==> src/rtl/pdma_pkg.sv <==
package pdma_pkg;
  localparam int REG_W  = 32;
  localparam int ADDR_W = 2;

  // register select values
  localparam logic [ADDR_W-1:0] A_CTRL = 2'd0;
  localparam logic [ADDR_W-1:0] A_STAT = 2'd1;
  localparam logic [ADDR_W-1:0] A_GLOB = 2'd2;

  // control fields
  localparam int B_RUN   = 31;
  localparam int B_IRQEN = 30;
  localparam int B_HOLD  = 29;
  localparam int B_DIR   = 28;
  localparam int B_ONCE  = 27;
  localparam int B_FLOW  = 21;
  localparam int SEL_LO  = 16;
  localparam int CNT_LO  = 2;
  localparam int CNT_HI  = 15;
  localparam int CNT_W   = CNT_HI - CNT_LO + 1;

  // status fields
  localparam int B_BUSY = 31;
  localparam int B_EOC  = 30;
  localparam int B_HALT = 29;
  localparam int B_PP   = 28;

  // global gate
  localparam int B_GATE = 31;
endpackage

==> src/rtl/pdma_req_sel.sv <==
module pdma_req_sel #(
  parameter int SEL_W = 5
) (
  input  logic [(1<<SEL_W)-1:0] req,
  input  logic [SEL_W-1:0]      sel,
  output logic                  hit
);
  localparam int N_REQ = 1 << SEL_W;

  logic [N_REQ-1:0] match;

  for (genvar i = 0; i < N_REQ; i++) begin : g_line
    assign match[i] = req[i] && (sel == SEL_W'(i));
  end

  assign hit = |match;
endmodule

==> src/rtl/pdma_regs.sv <==
module pdma_regs
  import pdma_pkg::*;
#(
  parameter int SEL_W = 5
) (
  input  logic              clk,
  input  logic              rst_n,
  input  logic              reg_wr,
  input  logic [ADDR_W-1:0] reg_addr,
  input  logic [REG_W-1:0]  reg_wdata,
  output logic [REG_W-1:0]  reg_rdata,
  input  logic              st_busy,
  input  logic              st_eoc,
  input  logic              st_halt,
  input  logic              st_pp,
  input  logic [CNT_W-1:0]  st_cnt,
  output logic              irq_en,
  output logic              hold,
  output logic              dir,
  output logic              once,
  output logic              flow,
  output logic [SEL_W-1:0]  sel,
  output logic [CNT_W-1:0]  reload_cnt,
  output logic              gate,
  output logic              start,
  output logic              stop,
  output logic              eoc_clr,
  output logic [CNT_W-1:0]  load_cnt
);
  localparam logic [REG_W-1:0] SEL_MASK  = REG_W'(((1 << SEL_W) - 1) << SEL_LO);
  localparam logic [REG_W-1:0] CNT_MASK  = REG_W'(((1 << CNT_W) - 1) << CNT_LO);
  localparam logic [REG_W-1:0] CTRL_MASK = REG_W'((32'h1F << B_ONCE) | (32'h1 << B_FLOW)) |
                                           SEL_MASK | CNT_MASK;

  logic [REG_W-1:0] cfg_q, cfg_d;
  logic             gate_q, gate_d;
  logic             ctrl_wr, glob_wr;
  logic [REG_W-1:0] stat_word, glob_word;

  // decode
  assign ctrl_wr  = reg_wr && (reg_addr == A_CTRL);
  assign glob_wr  = reg_wr && (reg_addr == A_GLOB);
  assign eoc_clr  = reg_wr && (reg_addr == A_STAT) && reg_wdata[B_EOC];
  assign start    = ctrl_wr && reg_wdata[B_RUN] && !st_busy;
  assign stop     = ctrl_wr && !reg_wdata[B_RUN];
  assign load_cnt = reg_wdata[CNT_HI:CNT_LO];

  // next state
  always_comb begin
    cfg_d  = reg_wdata & CTRL_MASK;
    gate_d = reg_wdata[B_GATE];
  end

  // registers with explicit enables
  always_ff @(posedge clk or negedge rst_n) begin
    if (!rst_n) begin
      cfg_q  <= '0;
      gate_q <= 1'b0;
    end else begin
      if (ctrl_wr) cfg_q  <= cfg_d;
      if (glob_wr) gate_q <= gate_d;
    end
  end

  assign irq_en     = cfg_q[B_IRQEN];
  assign hold       = cfg_q[B_HOLD];
  assign dir        = cfg_q[B_DIR];
  assign once       = cfg_q[B_ONCE];
  assign flow       = cfg_q[B_FLOW];
  assign sel        = cfg_q[SEL_LO +: SEL_W];
  assign reload_cnt = cfg_q[CNT_HI:CNT_LO];
  assign gate       = gate_q;

  // read mux
  always_comb begin
    stat_word                = '0;
    stat_word[B_BUSY]        = st_busy;
    stat_word[B_EOC]         = st_eoc;
    stat_word[B_HALT]        = st_halt;
    stat_word[B_PP]          = st_pp;
    stat_word[CNT_HI:CNT_LO] = st_cnt;
    glob_word                = '0;
    glob_word[B_GATE]        = gate_q;
    case (reg_addr)
      A_CTRL:  reg_rdata = cfg_q;
      A_STAT:  reg_rdata = stat_word;
      A_GLOB:  reg_rdata = glob_word;
      default: reg_rdata = '0;
    endcase
  end
endmodule

==> src/rtl/pdma_seq.sv <==
module pdma_seq
  import pdma_pkg::*;
(
  input  logic             clk,
  input  logic             rst_n,
  input  logic             start,
  input  logic             stop,
  input  logic             eoc_clr,
  input  logic [CNT_W-1:0] load_cnt,
  input  logic [CNT_W-1:0] reload_cnt,
  input  logic             once,
  input  logic             hold,
  input  logic             flow,
  input  logic             gate,
  input  logic             req_hit,
  input  logic             mem_ready,
  input  logic             per_ready,
  output logic             busy,
  output logic             eoc,
  output logic             pp,
  output logic [CNT_W-1:0] cnt,
  output logic             beat
);
  logic             busy_d, eoc_d, pp_d;
  logic [CNT_W-1:0] cnt_d;
  logic             last;

  // one word moves when every gate is open; a disable write blocks it
  assign beat = busy && gate && !hold && !stop && mem_ready && per_ready &&
                (!flow || req_hit);
  assign last = (cnt == '0);

  always_comb begin
    busy_d = busy;
    eoc_d  = eoc;
    pp_d   = pp;
    cnt_d  = cnt;
    if (eoc_clr) eoc_d = 1'b0;
    if (start) begin
      busy_d = 1'b1;
      cnt_d  = load_cnt;
      pp_d   = 1'b0;
    end else if (stop) begin
      busy_d = 1'b0;
    end else if (beat) begin
      if (last) begin
        eoc_d = 1'b1;
        if (once) begin
          busy_d = 1'b0;
        end else begin
          cnt_d = reload_cnt;
          pp_d  = !pp;
        end
      end else begin
        cnt_d = cnt - 1'b1;
      end
    end
  end

  always_ff @(posedge clk or negedge rst_n) begin
    if (!rst_n) begin
      busy <= 1'b0;
      eoc  <= 1'b0;
      pp   <= 1'b0;
      cnt  <= '0;
    end else begin
      busy <= busy_d;
      eoc  <= eoc_d;
      pp   <= pp_d;
      cnt  <= cnt_d;
    end
  end
endmodule

==> src/rtl/pdma_channel.sv <==
module pdma_channel
  import pdma_pkg::*;
#(
  parameter int SEL_W  = 5,
  parameter int DATA_W = 32
) (
  input  logic                  clk,
  input  logic                  rst_n,
  input  logic                  reg_wr,
  input  logic [1:0]            reg_addr,
  input  logic [31:0]           reg_wdata,
  output logic [31:0]           reg_rdata,
  input  logic [(1<<SEL_W)-1:0] per_req,
  input  logic                  mem_ready,
  input  logic                  per_ready,
  input  logic [DATA_W-1:0]     mem_rdata,
  input  logic [DATA_W-1:0]     per_rdata,
  output logic                  mem_rd,
  output logic                  mem_wr,
  output logic                  per_rd,
  output logic                  per_wr,
  output logic [DATA_W-1:0]     mem_wdata,
  output logic [DATA_W-1:0]     per_wdata,
  output logic                  irq
);
  logic             irq_en, hold, dir, once_q, flow_q, glob_en;
  logic [SEL_W-1:0] sel;
  logic [CNT_W-1:0] reload_cnt, load_cnt, cnt;
  logic             start, stop, eoc_clr;
  logic             busy, eoc, pp, beat, halt, req_hit;

  assign halt = busy && (!glob_en || hold);

  pdma_regs #(.SEL_W(SEL_W)) u_regs (
    .clk(clk), .rst_n(rst_n),
    .reg_wr(reg_wr), .reg_addr(reg_addr), .reg_wdata(reg_wdata), .reg_rdata(reg_rdata),
    .st_busy(busy), .st_eoc(eoc), .st_halt(halt), .st_pp(pp), .st_cnt(cnt),
    .irq_en(irq_en), .hold(hold), .dir(dir), .once(once_q), .flow(flow_q),
    .sel(sel), .reload_cnt(reload_cnt), .gate(glob_en),
    .start(start), .stop(stop), .eoc_clr(eoc_clr), .load_cnt(load_cnt)
  );

  pdma_req_sel #(.SEL_W(SEL_W)) u_req_sel (
    .req(per_req), .sel(sel), .hit(req_hit)
  );

  pdma_seq u_seq (
    .clk(clk), .rst_n(rst_n),
    .start(start), .stop(stop), .eoc_clr(eoc_clr),
    .load_cnt(load_cnt), .reload_cnt(reload_cnt),
    .once(once_q), .hold(hold), .flow(flow_q), .gate(glob_en), .req_hit(req_hit),
    .mem_ready(mem_ready), .per_ready(per_ready),
    .busy(busy), .eoc(eoc), .pp(pp), .cnt(cnt), .beat(beat)
  );

  // word strobes by direction; data passes straight across
  assign mem_rd    = beat && dir;
  assign per_wr    = beat && dir;
  assign per_rd    = beat && !dir;
  assign mem_wr    = beat && !dir;
  assign mem_wdata = per_rdata;
  assign per_wdata = mem_rdata;
  assign irq       = eoc && irq_en;
endmodule

==> config.mk <==
export PLATFORM = sky130hd
export DESIGN_NAME = pdma_channel
export DESIGN_NICKNAME = d
export VERILOG_FILES = /design/src/rtl/pdma_pkg.sv /design/src/rtl/pdma_req_sel.sv /design/src/rtl/pdma_regs.sv /design/src/rtl/pdma_seq.sv /design/src/rtl/pdma_channel.sv
export SDC_FILE = /design/constraint.sdc
export NUM_CORES = 1
export LEC_CHECK = 0
export BUFFER_PORTS_ARGS = -buffer_cell sky130_fd_sc_hd__buf_2
export CAP_MARGIN = 10
export CORE_AREA = 2 2 92 94
export CTS_BUF_LIST = sky130_fd_sc_hd__clkbuf_4
export DETAILED_ROUTE_END_ITERATION = 7
export DIE_AREA = 0 0 94 96
export PLACE_DENSITY = 0.83
export SYNTH_ARGS = -nofsm -noshare
export SYNTH_HDL_FRONTEND = slang
export SYNTH_SLANG_ARGS = --single-unit
==> constraint.sdc <==
create_clock -name clk -period 6.77 [get_ports clk]
set_input_delay 0.3385 -clock clk [delete_from_list [all_inputs] [get_ports clk]]
set_output_delay 0.3385 -clock clk [all_outputs]
set_load 0.02 [all_outputs]
==> out/metrics.yaml <==
hold_buffers: 0
nets: 544
drive_gt1_share_pct: 32.0
yosysSeqAreaShare_pct: 30.9
grt_max_degree: 44
timing_hold_violations_final: 0
io_buffers: 93
grt_usage_pct: 20.1
multi_input_area_um2: 1760
path_delay_family: "simple AND/OR/NAND/NOR gates"
ant_nets: 0
rsz0062_at_grt: "false"
synth_area_um2: 3480
diodes: 0
hold_path.class: "in2async"
yosysMostFrequentCell: "buf_4"
register_area_um2: 1080
synth-edff-count: 0
yosys.cell_types.count: 56
htree_levels: 2
routed_wirelength_mm: 9.52
dr.pass1.iters: 4
syn2layout_area_growth_pct: 1.91
dieArea_um2: 9020
crit_type: "reg2reg"
status: "finished clean"
globalplace.congestion: 0.860
synth_top_area_cell: "dfrtp_1"
viasPerCell: 5.67
grt.overflow.total: 0
yosys_warnings: 0
clock_sinks: 43
cts_setup_buffers: 0
min_period_over_period_pct: 53.0
grt_pass1_vias: 2710
die_h_um: 96
vias: 2912
io-pin-count: 236
syn_inst: 398
drv_slew: 0
ctsResizeCount: 0
fin_area_um2: 3550
netlist.area_leader.share_pct: 30.9
crit_path_cell_trace: "or4_1 > or3_1 > nor4_4 > nand2_2 > and2_1 > o31a_1"
maxSlewHeadroom_pct: 22.7
tns_ns: 0
numCtsBuffers: 5
synth_commonest_cells: "buf_4, dfrtp_1, nand2_1"
drt_iter0_markers: 151
initial_core_util_pct: 43.2
cts_tree: "built"
cp_num_buf_inv: 0
clk_pin_slew_ns: 0.13
die_w_um: 94
synthFlopType: "dfrtp_1"
crit_fanout: 22
core_area_um2: 8050
fin_crit_ns: 3.59
core.rowCount: 33
start_kind: "flip-flop"
antenna_found_initial: 0
peakVddDrop_mv: 0.148
grt_pass1_wl_mm: 14.1
end_kind: "flip-flop"
wl_per_cell_um: 18.5
cts_max_path_buffers: 2
cap_violations: 0
syn_avg_cell_area_um2: 8.74
yosys-top-cells-area: "dfrtp_1, buf_4, mux2i_1, mux2_2, o21ai_0"
crit_arrival_ns: 3.85
p_leak_uw: 0.00163
cp.required_ns: 7.03
dpl_cell_area_um2: 3470
ys_ff_latch: 43
drc: 0
dp_hpwl_mm: 7.04
clk_latency_ns: 0.37
clock_skew_ns: 0.0109
worstMarginPinSlew_ns: 1.15
slowest_stage: "nor4_4"
synth-async-reset-ratio_pct: 100
cts_root_buf: "clkbuf_4"
setup_violations: 0
powerDensity_nw_per_um2: 271
n_fill_cell: 789
critical_path.max_stage_delay_ns: 0.99
fmaxAchievable_ghz: 0.279
## kinds of logic after synthesis
group,count (synthesis),synth area share [%]
other cells,1,0.108
xor+xnor,7,1.76
fa+ha+maj,1,0.360
compound gates,76,14.2
buf+inv,105,19.4
mux,49,15.2
flops,43,30.9
simple gates,116,17.9
## power by group
group	leakage (uW)	internal, uW	switching, uW
registers	0.000518	322	104
logic	0.00107	175	190
clock network	0.0000426	76.0	91.6
total	0.00163	574	386
## layout by cell type, fill, tap and decap left out, types with 9 or more instances in the layout
cell type	netlist	final
nor2_1	26	26
mux2i_1	26	26
o21ai_0	24	24
buf_2	6	93
a21oi_1	12	12
mux2_2	22	22
dfrtp_1	43	43
nand2_1	28	28
nand3b_1	9	9
nand2b_1	9	9
## state kept, by name, indices dropped and copies added, names as in the netlist
register      cells
u_seq.busy        1
u_regs.gate       1
u_regs.cfg_q     25
u_seq.cnt        14
u_seq.eoc         1
u_seq.pp          1
## path summary, 6_finish.rpt
check	from	to	slack [ns]	cells past startpoint
setup / recovery	u_seq.cnt[3]	u_seq.cnt[0]	3.18	6
hold / removal	rst_n	u_regs.cfg_q[27]	0.11	1
setup reg to reg	u_seq.cnt[3]	u_seq.cnt[0]	3.18	6
hold reg to reg	u_regs.cfg_q[30]	u_regs.cfg_q[30]	0.55	1
max in group asynchronous	rst_n	u_regs.cfg_q[2]	6.03	1
min in group clk	reg_wdata[18]	u_regs.cfg_q[18]	0.16	3
## layer usage
layer / wire length (um) / up-vias / global-route usage [%] / share of wire, %
li1: - / 1334 / - / -
met1: 3640 / 1382 / 24.5 / 38
met2: 4750 / 167 / 34.3 / 50
met3: 931 / 29 / 5.64 / 9.8
met4: 197 / 0 / 7.00 / 2.1
met5: 0 / - / 0 / 0
## through the flow
step | power [uW] | cells | utilization [%] | setup WS (ns) | hold slack (ns)
floorplan | 735 | 404 | - | 3.91 | 0.0429
global placement | 769 | 506 | 43.1 | 3.40 | 0.509
detailed placement | 792 | 506 | 43.1 | 3.29 | 0.510
CTS | 958 | 514 | 44.0 | 3.27 | 0.154
global route | 1020 | 514 | 44.0 | 3.04 | 0.177
finish | 960 | 514 | 44.0 | 3.18 | 0.109
## layout make-up
cell class / instances / share of cell area (%)
Tap cell: 105 / 3.71
Timing Repair Buffer: 95 / 13.5
Multi-Input combinational cell: 256 / 49.5
Sequential cell: 43 / 30.3
Clock buffer: 5 / 1.06
Clock inverter: 3 / 1.09
Inverter: 7 / 0.741
Power figures use the tool's default switching activity.
